`src/rtl/oled_dec_pkg.sv`:
```
package oled_dec_pkg;

    localparam logic [7:0] CTRL_CMD  = 8'h80;
    localparam logic [7:0] CTRL_DATA = 8'h40;

    typedef enum logic [1:0] {
        MODE_IDLE = 2'd0,
        MODE_CMD  = 2'd1,
        MODE_DATA = 2'd2
    } dec_mode_t;

    typedef enum logic [2:0] {
        K_COL_LO,
        K_COL_HI,
        K_PAGE,
        K_FLAG,
        K_PARAM,
        K_NOP,
        K_BAD
    } cmd_kind_t;

    // flag index: 0 mirror, 1 entire-on, 2 inverse, 3 enable
    typedef struct packed {
        cmd_kind_t   kind;
        logic [1:0]  flag_sel;
        logic        flag_val;
    } cmd_info_t;

    function automatic cmd_info_t classify_cmd(input logic [7:0] b);
        cmd_info_t r;
        r.kind     = K_BAD;
        r.flag_sel = 2'd0;
        r.flag_val = b[0];
        if (b inside {[8'h00:8'h0F]})      r.kind = K_COL_LO;
        else if (b inside {[8'h10:8'h1F]}) r.kind = K_COL_HI;
        else if (b inside {[8'hB0:8'hBF]}) r.kind = K_PAGE;
        else if (b inside {[8'h40:8'h7F], [8'hC0:8'hC8], 8'hE3}) r.kind = K_NOP;
        else if (b inside {8'h81, 8'hA8, 8'hAD, 8'hD3, 8'hD5, 8'hD8,
                           8'hD9, 8'hDA, 8'hDB}) r.kind = K_PARAM;
        else begin
            case (b[7:1])
                7'h50: begin r.kind = K_FLAG; r.flag_sel = 2'd0; end
                7'h52: begin r.kind = K_FLAG; r.flag_sel = 2'd1; end
                7'h53: begin r.kind = K_FLAG; r.flag_sel = 2'd2; end
                7'h57: begin r.kind = K_FLAG; r.flag_sel = 2'd3; end
                default: r.kind = K_BAD;
            endcase
        end
        return r;
    endfunction

endpackage

```
`src/rtl/oled_cmd_classify.sv`:
```
module oled_cmd_classify
    import oled_dec_pkg::*;
(
    input  logic [7:0] cmd_byte,
    output cmd_info_t  info
);
    always_comb info = classify_cmd(cmd_byte);
endmodule

```
`src/rtl/oled_col_page.sv`:
```
module oled_col_page #(
    parameter int COLS   = 132,
    parameter int COL_W  = 8,
    parameter int PAGE_W = 3,
    parameter int ADDR_W = 11
) (
    input  logic              clk,
    input  logic              rst,
    input  logic              wr_req,
    input  logic [7:0]        wr_byte,
    input  logic              set_lo,
    input  logic              set_hi,
    input  logic              set_page,
    input  logic [3:0]        nib,
    input  logic [PAGE_W-1:0] pg,
    output logic              wr_ok,
    output logic [COL_W-1:0]  col_q,
    output logic [PAGE_W-1:0] page_q,
    output logic              ram_we,
    output logic [ADDR_W-1:0] ram_addr,
    output logic [7:0]        ram_wdata
);
    localparam logic [COL_W-1:0]  COL_LIM = COL_W'(COLS);
    localparam logic [ADDR_W-1:0] STRIDE  = ADDR_W'(COLS);

    logic [ADDR_W-1:0] addr_d;

    always_comb begin
        wr_ok  = wr_req && (col_q < COL_LIM);
        addr_d = ADDR_W'(col_q) + ADDR_W'(page_q) * STRIDE;
    end

    always_ff @(posedge clk) begin
        if (rst) begin
            col_q     <= '0;
            page_q    <= '0;
            ram_we    <= 1'b0;
            ram_addr  <= '0;
            ram_wdata <= '0;
        end else begin
            ram_we <= wr_ok;
            if (wr_ok) begin
                ram_addr  <= addr_d;
                ram_wdata <= wr_byte;
                col_q     <= col_q + COL_W'(1);
            end else if (set_lo) begin
                col_q <= {col_q[COL_W-1:4], nib};
            end else if (set_hi) begin
                col_q <= {nib, col_q[3:0]};
            end
            if (set_page) page_q <= pg;
        end
    end
endmodule

```
`src/rtl/oled_flag_regs.sv`:
```
module oled_flag_regs #(
    parameter int NFLAGS = 4,
    parameter int SEL_W  = 2
) (
    input  logic              clk,
    input  logic              rst,
    input  logic              set_en,
    input  logic [SEL_W-1:0]  sel,
    input  logic              val,
    output logic [NFLAGS-1:0] flags_q
);
    for (genvar i = 0; i < NFLAGS; i++) begin : g_flag
        always_ff @(posedge clk) begin
            if (rst)
                flags_q[i] <= 1'b0;
            else if (set_en && sel == SEL_W'(i))
                flags_q[i] <= val;
        end
    end
endmodule

```
`src/rtl/oled_cmd_decoder.sv`:
```
module oled_cmd_decoder
    import oled_dec_pkg::*;
#(
    parameter int COLS   = 132,
    parameter int PAGES  = 8,
    parameter int COL_W  = 8,
    parameter int PAGE_W = $clog2(PAGES),
    parameter int ADDR_W = $clog2(COLS * PAGES)
) (
    input  logic              clk,
    input  logic              rst,
    input  logic              in_valid,
    input  logic [7:0]        in_byte,
    input  logic              xfer_end,
    output logic              ram_we,
    output logic [ADDR_W-1:0] ram_addr,
    output logic [7:0]        ram_wdata,
    output logic              redraw_pulse,
    output logic              err_pulse,
    output logic [COL_W-1:0]  col_q,
    output logic [PAGE_W-1:0] page_q,
    output logic              mirror_q,
    output logic              full_on_q,
    output logic              inverse_q,
    output logic              disp_en_q
);
    localparam int NFLAGS = 4;

    dec_mode_t         mode_q, mode_d;
    logic              skip_q, skip_d;
    logic              err_d;
    cmd_info_t         info;
    logic              cmd_live;
    logic              wr_ok;
    logic [NFLAGS-1:0] flags;

    oled_cmd_classify u_cls (
        .cmd_byte (in_byte),
        .info     (info)
    );

    always_comb begin
        cmd_live = in_valid && (mode_q == MODE_CMD) && !skip_q;
        mode_d   = mode_q;
        skip_d   = skip_q;
        err_d    = 1'b0;
        if (in_valid) begin
            unique case (mode_q)
                MODE_IDLE: begin
                    if (in_byte == CTRL_CMD)       mode_d = MODE_CMD;
                    else if (in_byte == CTRL_DATA) mode_d = MODE_DATA;
                    else                           err_d  = 1'b1;
                end
                MODE_CMD: begin
                    if (skip_q) begin
                        skip_d = 1'b0;
                    end else begin
                        mode_d = MODE_IDLE;
                        skip_d = (info.kind == K_PARAM);
                        err_d  = (info.kind == K_BAD);
                    end
                end
                default: ;
            endcase
        end
        if (xfer_end) mode_d = MODE_IDLE;
    end

    always_ff @(posedge clk) begin
        if (rst) begin
            mode_q       <= MODE_IDLE;
            skip_q       <= 1'b0;
            err_pulse    <= 1'b0;
            redraw_pulse <= 1'b0;
        end else begin
            mode_q       <= mode_d;
            skip_q       <= skip_d;
            err_pulse    <= err_d;
            redraw_pulse <= wr_ok;
        end
    end

    oled_col_page #(
        .COLS   (COLS),
        .COL_W  (COL_W),
        .PAGE_W (PAGE_W),
        .ADDR_W (ADDR_W)
    ) u_cp (
        .clk       (clk),
        .rst       (rst),
        .wr_req    (in_valid && mode_q == MODE_DATA),
        .wr_byte   (in_byte),
        .set_lo    (cmd_live && info.kind == K_COL_LO),
        .set_hi    (cmd_live && info.kind == K_COL_HI),
        .set_page  (cmd_live && info.kind == K_PAGE),
        .nib       (in_byte[3:0]),
        .pg        (in_byte[PAGE_W-1:0]),
        .wr_ok     (wr_ok),
        .col_q     (col_q),
        .page_q    (page_q),
        .ram_we    (ram_we),
        .ram_addr  (ram_addr),
        .ram_wdata (ram_wdata)
    );

    oled_flag_regs #(
        .NFLAGS (NFLAGS),
        .SEL_W  (2)
    ) u_flags (
        .clk     (clk),
        .rst     (rst),
        .set_en  (cmd_live && info.kind == K_FLAG),
        .sel     (info.flag_sel),
        .val     (info.flag_val),
        .flags_q (flags)
    );

    always_comb begin
        mirror_q  = flags[0];
        full_on_q = flags[1];
        inverse_q = flags[2];
        disp_en_q = flags[3];
    end
endmodule

```
`config.mk`:
```
export PLATFORM = sky130hd
export DESIGN_NAME = oled_cmd_decoder
export DESIGN_NICKNAME = d
export VERILOG_FILES = /design/src/rtl/oled_dec_pkg.sv /design/src/rtl/oled_cmd_classify.sv /design/src/rtl/oled_col_page.sv /design/src/rtl/oled_flag_regs.sv /design/src/rtl/oled_cmd_decoder.sv
export SDC_FILE = /design/constraint.sdc
export NUM_CORES = 1
export LEC_CHECK = 0
export CAP_MARGIN = 20
export CORE_MARGIN = 2
export CORE_UTILIZATION = 48
export CTS_BUF_LIST = sky130_fd_sc_hd__clkbuf_4
export CTS_CLUSTER_SIZE = 8
export DETAILED_ROUTE_END_ITERATION = 10
export MAX_ROUTING_LAYER = met4
export PLACE_DENSITY = 0.86
export SLEW_MARGIN = 30
export SYNTH_ARGS = -nofsm -noshare
export SYNTH_HDL_FRONTEND = slang
export SYNTH_SLANG_ARGS = --single-unit
```
`constraint.sdc`:
```
create_clock -name clk -period 1.9 [get_ports clk]
set_input_delay 0.19 -clock clk [delete_from_list [all_inputs] [get_ports clk]]
set_output_delay 0.19 -clock clk [all_outputs]
set_load 0.05 [all_outputs]
```
==> qor.txt, run 1 <==
Reg-to-reg critical path endpoint -> u_cp.col_q[2]$_SDFFE_PP0P_
Detailed-route vias per instance -> 6.04
Worst Path Required -> 2.18 ns
Netlist Area Pre-Place -> 2300 um2
Final worst slack -> -0.0885 ns
Flops & latches, synth -> 39
Max Cap Viol -> 0
R2R Setup Slk -> -0.09 ns
CP startpoint kind -> flop
Area Growth Syn to Fin -> 52.7%
Sequential power share -> 0.540
Clock Skew -> 0.0148 ns
Wirelength per Cell -> 17.4 um
Chip width -> 73.3 um
Fin crit period -> 1.99 ns
Hold Slack -> 0.357 ns
Clk pwr share -> 0.309
Final nets -> 398
Die height -> 73.3 um
Vias in the first global route -> 2398
Area post-placement -> 3170 um2
Worst Hold Path EP -> u_cp.ram_wdata[3]$_SDFFE_PP0P_
Overall routed net length -> 7580 um
Crit path largest cell delay -> 0.53 ns
HP Start -> in_byte[3]
Sw power -> 437 uW
Layout cells sized above 1 -> 0.339
DRC -> 0
Cells along the critical path -> or4_4 -> o21ai_2 -> nand4b_1 -> buf_6 -> nor2_2 -> a21oi_1 -> o221a_2
Worst-Skew Late Latency -> 0.37 ns
F_max -> 503 MHz
Setup-failing EPs final -> 12
Reg2reg start -> u_cp.col_q[4]$_SDFFE_PP0P_
Core Box Area -> 4660 um2
Total global-route track usage -> 0.276
Root Driver -> clkbuf_4
Combinational Power Share -> 0.150
FP Rows -> 25
Relative slew margins -> 0.626
Final instance area -> 3520 um2
TNS Setup -> -0.470 ns
Register area share after synthesis -> 0.339
First-pass GRT wire length -> 11300 um
CP max FO -> 6
Initial core utilization -> 0.494
N_diodes -> 0
CTS tree -> done
Fin. Hold Viols -> 0
Critical Path AT -> 2.26 ns
Antenna viol nets, final -> 0
Critical path class -> flop to flop
I/O pin total -> 49
DR pass1 iterations -> 5
Hold path depth -> 4
Vias -> 2626
Synth Warn # -> 0
Fill count -> 325
Clock Path Buffers -> 2
Hold Path Class -> primary input to flop
Worst-path clk slew -> 0.14 ns
Power Dens Cells -> 428 nW/um2
H-tree levels -> 2
CTS Buf Count -> 5
RSZ-0062 raised after global routing -> yes
Hpwl dp -> 4830 um
Placer Congestion -> 0.926
Slowest stage cell, crit path -> or4_4
Status -> finished, violations left
GR Overflow Total -> 0
Antenna violations before repair -> 0
LEAKAGE -> 0.00152 uW
Final period utilization -> 1.05
Unique cell type count in the Yosys netlist -> 59
Number of synthesized flops with an enable pin -> 0
Int Power -> 1070 uW
Mapped Nets -> 298
Largest net degree at the start of global routing -> 26
Synthesized instance count -> 280
Peak supply drop -> 0.000419 V
Post-Syn Area per Cell -> 8.22 um2
Full die area -> 5370 um2
Worst Setup End Kind -> flop
Reg2Reg Depth -> 7
Violated checks -> setup timing
Cts hold-fix bufs -> 0
Synth Flop Type -> dfxtp_1
TritonCTS Sinks -> 39
I/O Buffers -> 48
Async SR Flop Fraction -> 0
Final Max Slew Viols -> 0
Initial drt markers -> 258
Worst Tran Pin Value -> 0.561 ns
Net Sw Frac -> 0.290
## metal layers
layer | vias to the layer above | routed length, um | part of all wire | global-route usage
met5 | - | 0 | 0 | -
met4 | 0 | 155 | 0.020 | 0.0679
met3 | 25 | 503 | 0.066 | 0.0480
met2 | 122 | 3740 | 0.49 | 0.452
met1 | 1270 | 3180 | 0.42 | 0.352
li1 | 1209 | - | - | -
## placed cells by master (no fill, tap or decap), types with 3 or more instances in the layout
cell type and n:
a31oi_1 8, nand3b_1 5, mux2i_1 8, and3_1 5, nor2_2 3, clkbuf_4 5
o21ai_0 6, dlymetal6s2s_1 9, xor2_1 3, a21oi_2 6, a211oi_1 8, a21oi_1 17
inv_1 6, o21ai_2 4, clkdlybuf4s50_1 36, buf_6 7, nand3_1 7, dlygate4sd2_1 3
dfxtp_4 4, nand2b_4 3, nand2_1 33, ha_1 4, nor3b_1 3, dfxtp_1 31
nor2_1 22, o21ai_1 3, buf_4 64, dfxtp_2 4, xnor2_1 3, nor3_1 4
## worst max-delay path by stage
stage | from | endpoint | slack (ns) | cells after the start
floorplan | u_cp.col_q[5]$_SDFFE_PP0P_ | u_cp.col_q[2]$_SDFFE_PP0P_ | -0.07 | 8
global placement | in_byte[1] | skip_q$_SDFFE_PP0P_ | -0.49 | 6
detailed placement | in_byte[1] | u_cp.col_q[3]$_SDFFE_PP0P_ | -0.53 | 8
CTS | u_cp.col_q[5]$_SDFFE_PP0P_ | u_cp.col_q[6]$_SDFFE_PP0P_ | 0.001 | 7
global route | in_byte[2] | u_cp.col_q[2]$_SDFFE_PP0P_ | -0.15 | 7
finish | u_cp.col_q[4]$_SDFFE_PP0P_ | u_cp.col_q[2]$_SDFFE_PP0P_ | -0.09 | 7
## critical path, delay by kind of cell (launching register included)
family                 cells  cell delay [ns]
AO/OA/AOI/OAI              3             0.47
buffers and inverters      1             0.23
flip-flops                 1             0.35
AND/OR/NAND/NOR            3             0.86
## synthesized netlist by cell type, types with 2 or more instances
| cell | number | area share |
|---|---|---|
| nor2_1 | 25 | 0.041 |
| nand3_1 | 7 | 0.015 |
| nand3b_1 | 5 | 0.016 |
| a311oi_1 | 2 | 0.0076 |
| dfxtp_1 | 39 | 0.34 |
| nor3b_1 | 3 | 0.0098 |
| or4_1 | 2 | 0.0065 |
| nand4_1 | 2 | 0.0054 |
| nand2_1 | 34 | 0.055 |
| a41oi_1 | 2 | 0.0076 |
| or2_2 | 2 | 0.0054 |
| nor2b_1 | 3 | 0.0082 |
| a211o_1 | 2 | 0.0076 |
| xor2_1 | 3 | 0.011 |
| a31oi_1 | 8 | 0.022 |
| o21ai_0 | 10 | 0.022 |
| and3_1 | 5 | 0.014 |
| nor3_1 | 6 | 0.013 |
| inv_1 | 6 | 0.0098 |
| xnor2_1 | 3 | 0.011 |
| buf_4 | 7 | 0.023 |
| nand2b_1 | 4 | 0.011 |
| mux2i_1 | 8 | 0.035 |
| o21ai_1 | 2 | 0.0043 |
| a211oi_1 | 10 | 0.033 |
| buf_2 | 6 | 0.013 |
| o2111a_1 | 2 | 0.0098 |
| ha_1 | 5 | 0.027 |
| or3_1 | 3 | 0.0082 |
| and4b_1 | 2 | 0.0087 |
| a21oi_1 | 23 | 0.050 |
| clkbuf_1 | 12 | 0.020 |
## layout make-up
type | instances | area (um2) | share of cell area
clock inverters | 3 | 22.5 | 0.00641
flip-flops and latches | 39 | 801 | 0.228
well taps | 54 | 67.6 | 0.0192
clock buffers | 5 | 37.5 | 0.0107
inverters | 6 | 22.5 | 0.00641
multi-input cells | 209 | 1510 | 0.428
repair buffers | 119 | 1060 | 0.301
## metrics by stage
stage | cells | setup WS, ns | utilization | power, uW
2_1_floorplan | 280 | -0.0718 | - | 936
3_3_place_gp | 414 | -0.485 | 0.681 | 1030
3_5_place_dp | 414 | -0.534 | 0.681 | 1030
4_1_cts | 427 | 0.00121 | 0.707 | 1490
5_1_grt | 435 | -0.150 | 0.754 | 1550
6_report | 435 | -0.0885 | 0.754 | 1510
## power by group through the flow
| stage | combinational, uW | sequential, uW | clock [uW] |
|---|---|---|---|
| global placement | 199 | 832 | 0 |
| CTS | 203 | 814 | 470 |
| finish | 226 | 813 | 466 |
| detailed placement | 200 | 832 | 0 |
| floorplan | 99.3 | 836 | 0 |
| global route | 242 | 814 | 496 |
## registers in the layout, summed over array words and instances, names as in the netlist
| signal | flops |
|---|---|
| u_cp.ram_addr | 11 |
| u_cp.col_q | 8 |
| u_cp.ram_wdata | 8 |
| u_flags.flags_q | 4 |
| u_cp.page_q | 3 |
| mode_q | 2 |
| err_pulse | 1 |
| skip_q | 1 |
| u_cp.ram_we | 1 |
## timing repair
| action | in CTS | in global routing |
|---|---|---|
| gates cloned | 0 | 1 |
| endpoints found under the hold margin | 0 | 0 |
| buffers inserted | 5 | 7 |
| setup endpoints to repair | 16 | 40 |
| gates resized for setup | 11 | 41 |
| pin swaps | 6 | 18 |
## cell families (layout without fill, tap and decap cells)
group | count (synthesis) | in the layout | synth area share
simple gates | 114 | 114 | 0.270
compound gates | 75 | 75 | 0.227
flops | 39 | 39 | 0.339
buf+inv | 32 | 133 | 0.0701
mux | 8 | 8 | 0.0348
fa+ha+maj | 6 | 6 | 0.0359
xor+xnor | 6 | 6 | 0.0228
(Power assumes the default switching activity.)
==> run 2: changes to the inputs <==
--- a/config.mk
+++ b/config.mk
@@ -7,12 +7,13 @@
 export LEC_CHECK = 0
 export CAP_MARGIN = 20
 export CORE_MARGIN = 2
-export CORE_UTILIZATION = 48
+export CORE_UTILIZATION = 59
 export CTS_BUF_LIST = sky130_fd_sc_hd__clkbuf_4
 export CTS_CLUSTER_SIZE = 8
 export DETAILED_ROUTE_END_ITERATION = 10
+export DONT_BUFFER_PORTS = 1
 export MAX_ROUTING_LAYER = met4
-export PLACE_DENSITY = 0.86
+export PLACE_DENSITY = 0.85
 export SLEW_MARGIN = 30
 export SYNTH_ARGS = -nofsm -noshare
 export SYNTH_HDL_FRONTEND = slang
==> run 2 against run 1 <==
  * The run still ends with setup timing left
  * Critical endpoint is now u_cp.col_q[6]$_SDFFE_PP0P_
  * Count of clock-buffer cells in the layout grew 1
  * Largest cell class unchanged
  * Fmax is 3.4% higher
  * Non-clock buffer count fell by 70
==> qor.txt, run 2 (same netlist as run 1, synthesis figures left out) <==
Max Cap Viol -> 0 (unchanged)
Power Dens Cells -> 489 nW/um2 (+14%)
DRC -> 0 (unchanged)
Hold Path Class -> primary input to flop
Worst Tran Pin Value -> 0.559 ns (-0.00158 ns)
I/O Buffers -> 0 (-100%)
RSZ-0062 raised after global routing -> yes
FP Rows -> 22 (-12%)
R2R Setup Slk -> -0.02 ns (+0.07 ns)
CTS tree -> done
TritonCTS Sinks -> 39 (unchanged)
Hpwl dp -> 3970 um (-18%)
Core Box Area -> 3720 um2 (-20%)
Area post-placement -> 2490 um2 (-22%)
Initial core utilization -> 0.620 (+0.126)
Violated checks -> setup timing
Delay-heaviest family, CP -> simple AND/OR/NAND/NOR gates
Overall routed net length -> 6580 um (-13%)
Worst setup startpoint -> u_cp.col_q[6]$_SDFFE_PP0P_
Critical path buffer and inverter count -> 1 (unchanged)
Layout cells sized above 1 -> 0.273 (-0.0653)
Final worst slack -> -0.0230 ns (+0.0655 ns)
Worst Setup End Kind -> flop
Largest net degree at the start of global routing -> 39 (+50%)
Reg2reg start -> u_cp.col_q[6]$_SDFFE_PP0P_
Reg2Reg Depth -> 7 (unchanged)
Reg-to-reg critical path endpoint -> u_cp.col_q[6]$_SDFFE_PP0P_
H-tree levels -> 2 (unchanged)
Worst Path Required -> 2.14 ns (-0.04 ns)
Critical Path AT -> 2.16 ns (-0.10 ns)
Vias -> 2336 (-11%)
Worst-Skew Late Latency -> 0.36 ns (about the same)
Final core utilization -> 0.757 (+0.00288)
CP max FO -> 8 (+2)
Status -> finished, violations left
Placer Congestion -> 0.949 (+2.4%)
Detailed-route vias per instance -> 6.51 (+7.8%)
Initial drt markers -> 234 (-9.3%)
Full die area -> 4420 um2 (-18%)
Relative slew margins -> 0.627 (+0.00115)
First-pass GRT wire length -> 9880 um (-12%)
Final nets -> 328 (-18%)
N_diodes -> 0 (unchanged)
Antenna viol nets, final -> 0 (unchanged)
Clock Skew -> 0.0236 ns (+0.00872 ns)
Chip width -> 66.5 um (-9.3%)
Peak supply drop -> 0.000453 V (+8.0%)
Most frequent cells in the layout -> nand2_1 (32), dfxtp_1 (31), buf_4 (31)
Fin crit period -> 1.92 ns (-0.0655 ns)
F_max -> 520 MHz (+3.4%)
Hold Slack -> 0.00488 ns (-0.352 ns)
Max reg flops -> 11 (unchanged)
LEAKAGE -> 0.00110 uW (-28%)
DR pass1 iterations -> 5 (unchanged)
Place WS -> -0.00572 ns (+0.528 ns)
Total global-route track usage -> 0.300 (+0.0250)
Final period utilization -> 1.01 (-0.0345)
Final instance area -> 2810 um2 (-20%)
Crit path to -> u_cp.col_q[6]$_SDFFE_PP0P_
Crit path largest cell delay -> 0.52 ns (about the same)
Total power -> 1380 uW (-8.6%)
Fill count -> 255 (-22%)
Wirelength per Cell -> 18.3 um (+5.1%)
Most common cell after layout, fill and taps aside -> nand2_1
Regs by FF count -> u_cp.ram_addr: 11 flops, u_cp.col_q: 8 flops, u_cp.ram_wdata: 8 flops
Final Max Slew Viols -> 0 (unchanged)
Setup-failing EPs final -> 2 (-10)
Die height -> 66.5 um (-9.3%)
Critical path class -> flop to flop
CP startpoint kind -> flop
Cells along the critical path -> or4_4 -> o21ai_2 -> and4b_2 -> buf_6 -> nor2_2 -> o21ai_2 -> a41oi_2
Antenna violations before repair -> 0 (unchanged)
Area Growth Syn to Fin -> 22.2%
I/O pin total -> 49 (unchanged)
Crit-path most repeated cell -> o21ai_2
Critical path depth in cells -> 7 (unchanged)
Worst-path clk slew -> 0.12 ns (-0.02 ns)
Fin. Hold Viols -> 0 (unchanged)
Root Driver -> clkbuf_4
Most flops, register -> u_cp.ram_addr
Slowest stage cell, crit path -> or4_4
Clock Path Buffers -> 2 (unchanged)
GR Overflow Total -> 0 (unchanged)
CTS Buf Count -> 5 (unchanged)
Vias in the first global route -> 2028 (-15%)
run 2: cell count changes in the layout (fill, tap and decap cells not counted), sizes merged:
cell / delta
dlygate4sd2: -3
clkinvlp: -1
dlymetal6s2s: -9
buf: -34
inv: -1
clkbuf: +1
clkinv: +1
dlygate4sd3: +12
clkdlybuf4s50: -36
run 2: how the worst min path moves through the flow:
stage                           from                               to  cells after the start  slack, ns
after detailed placement         rst      u_cp.page_q[0]$_SDFFE_PP0P_                      1       0.26
after CTS                 in_byte[2]      u_cp.page_q[2]$_SDFFE_PP0P_                      2      0.002
after floorplan             xfer_end           mode_q[1]$_SDFFE_PP0P_                      1       0.27
after global placement           rst      u_cp.page_q[0]$_SDFFE_PP0P_                      1       0.26
final                     in_byte[0]  u_flags.flags_q[3]$_SDFFE_PP0P_                      2      0.005
after global routing      in_byte[0]  u_flags.flags_q[3]$_SDFFE_PP0P_                      2       0.03
run 2: layer usage:
metal / wire (um) / up-vias / GRT usage / share of wire
li1: - / 1075 / - / -
met1: 2790 / 1111 / 0.404 / 0.42
met2: 3060 / 129 / 0.428 / 0.47
met3: 521 / 21 / 0.0777 / 0.079
met5: 0 / - / - / 0
met4: 201 / 0 / 0.128 / 0.031
run 2: area by class of cell:
cell class / instances / area (um2) / area share
multi-input combinational: 209 / 1450 / 0.514
clock inverter: 2 / 11.3 / 0.00400
clock buffer: 6 / 45.0 / 0.0160
inverter: 6 / 22.5 / 0.00800
tap: 48 / 60.1 / 0.0213
timing repair buffer: 49 / 429 / 0.153
sequential: 39 / 801 / 0.285
run 2: repair_timing:
| item | CTS | global route |
|---|---|---|
| hold buffers | 12 | 1 |
| endpoints found under the setup margin | 17 | 29 |
| hold endpoints to repair | 38 | 2 |
| cloned | 0 | 0 |
| pin swaps | 4 | 10 |
| buffers inserted | 1 | 3 |
| resized for setup | 5 | 25 |
run 2: where the power goes:
part	internal (uW)	switching [uW]
clock network	159	283
registers	813	4.70
logic	56.5	60.4
total	1030	348
run 2: through the flow:
stage / TNS, ns / cells
2_1_floorplan: -0.929 / 280
3_3_place_gp: 0 / 334
3_5_place_dp: -0.0116 / 334
4_1_cts: 0 / 355
5_1_grt: -0.700 / 359
6_report: -0.0355 / 359
==> run 3: changes to the inputs <==
--- a/config.mk
+++ b/config.mk
@@ -14,7 +14,7 @@
 export DONT_BUFFER_PORTS = 1
 export MAX_ROUTING_LAYER = met4
 export PLACE_DENSITY = 0.85
-export SLEW_MARGIN = 30
+export SLEW_MARGIN = 5
 export SYNTH_ARGS = -nofsm -noshare
 export SYNTH_HDL_FRONTEND = slang
 export SYNTH_SLANG_ARGS = --single-unit
==> results of run 3 <==
The final DEF is identical to that of run 2; final timing and power are the same.
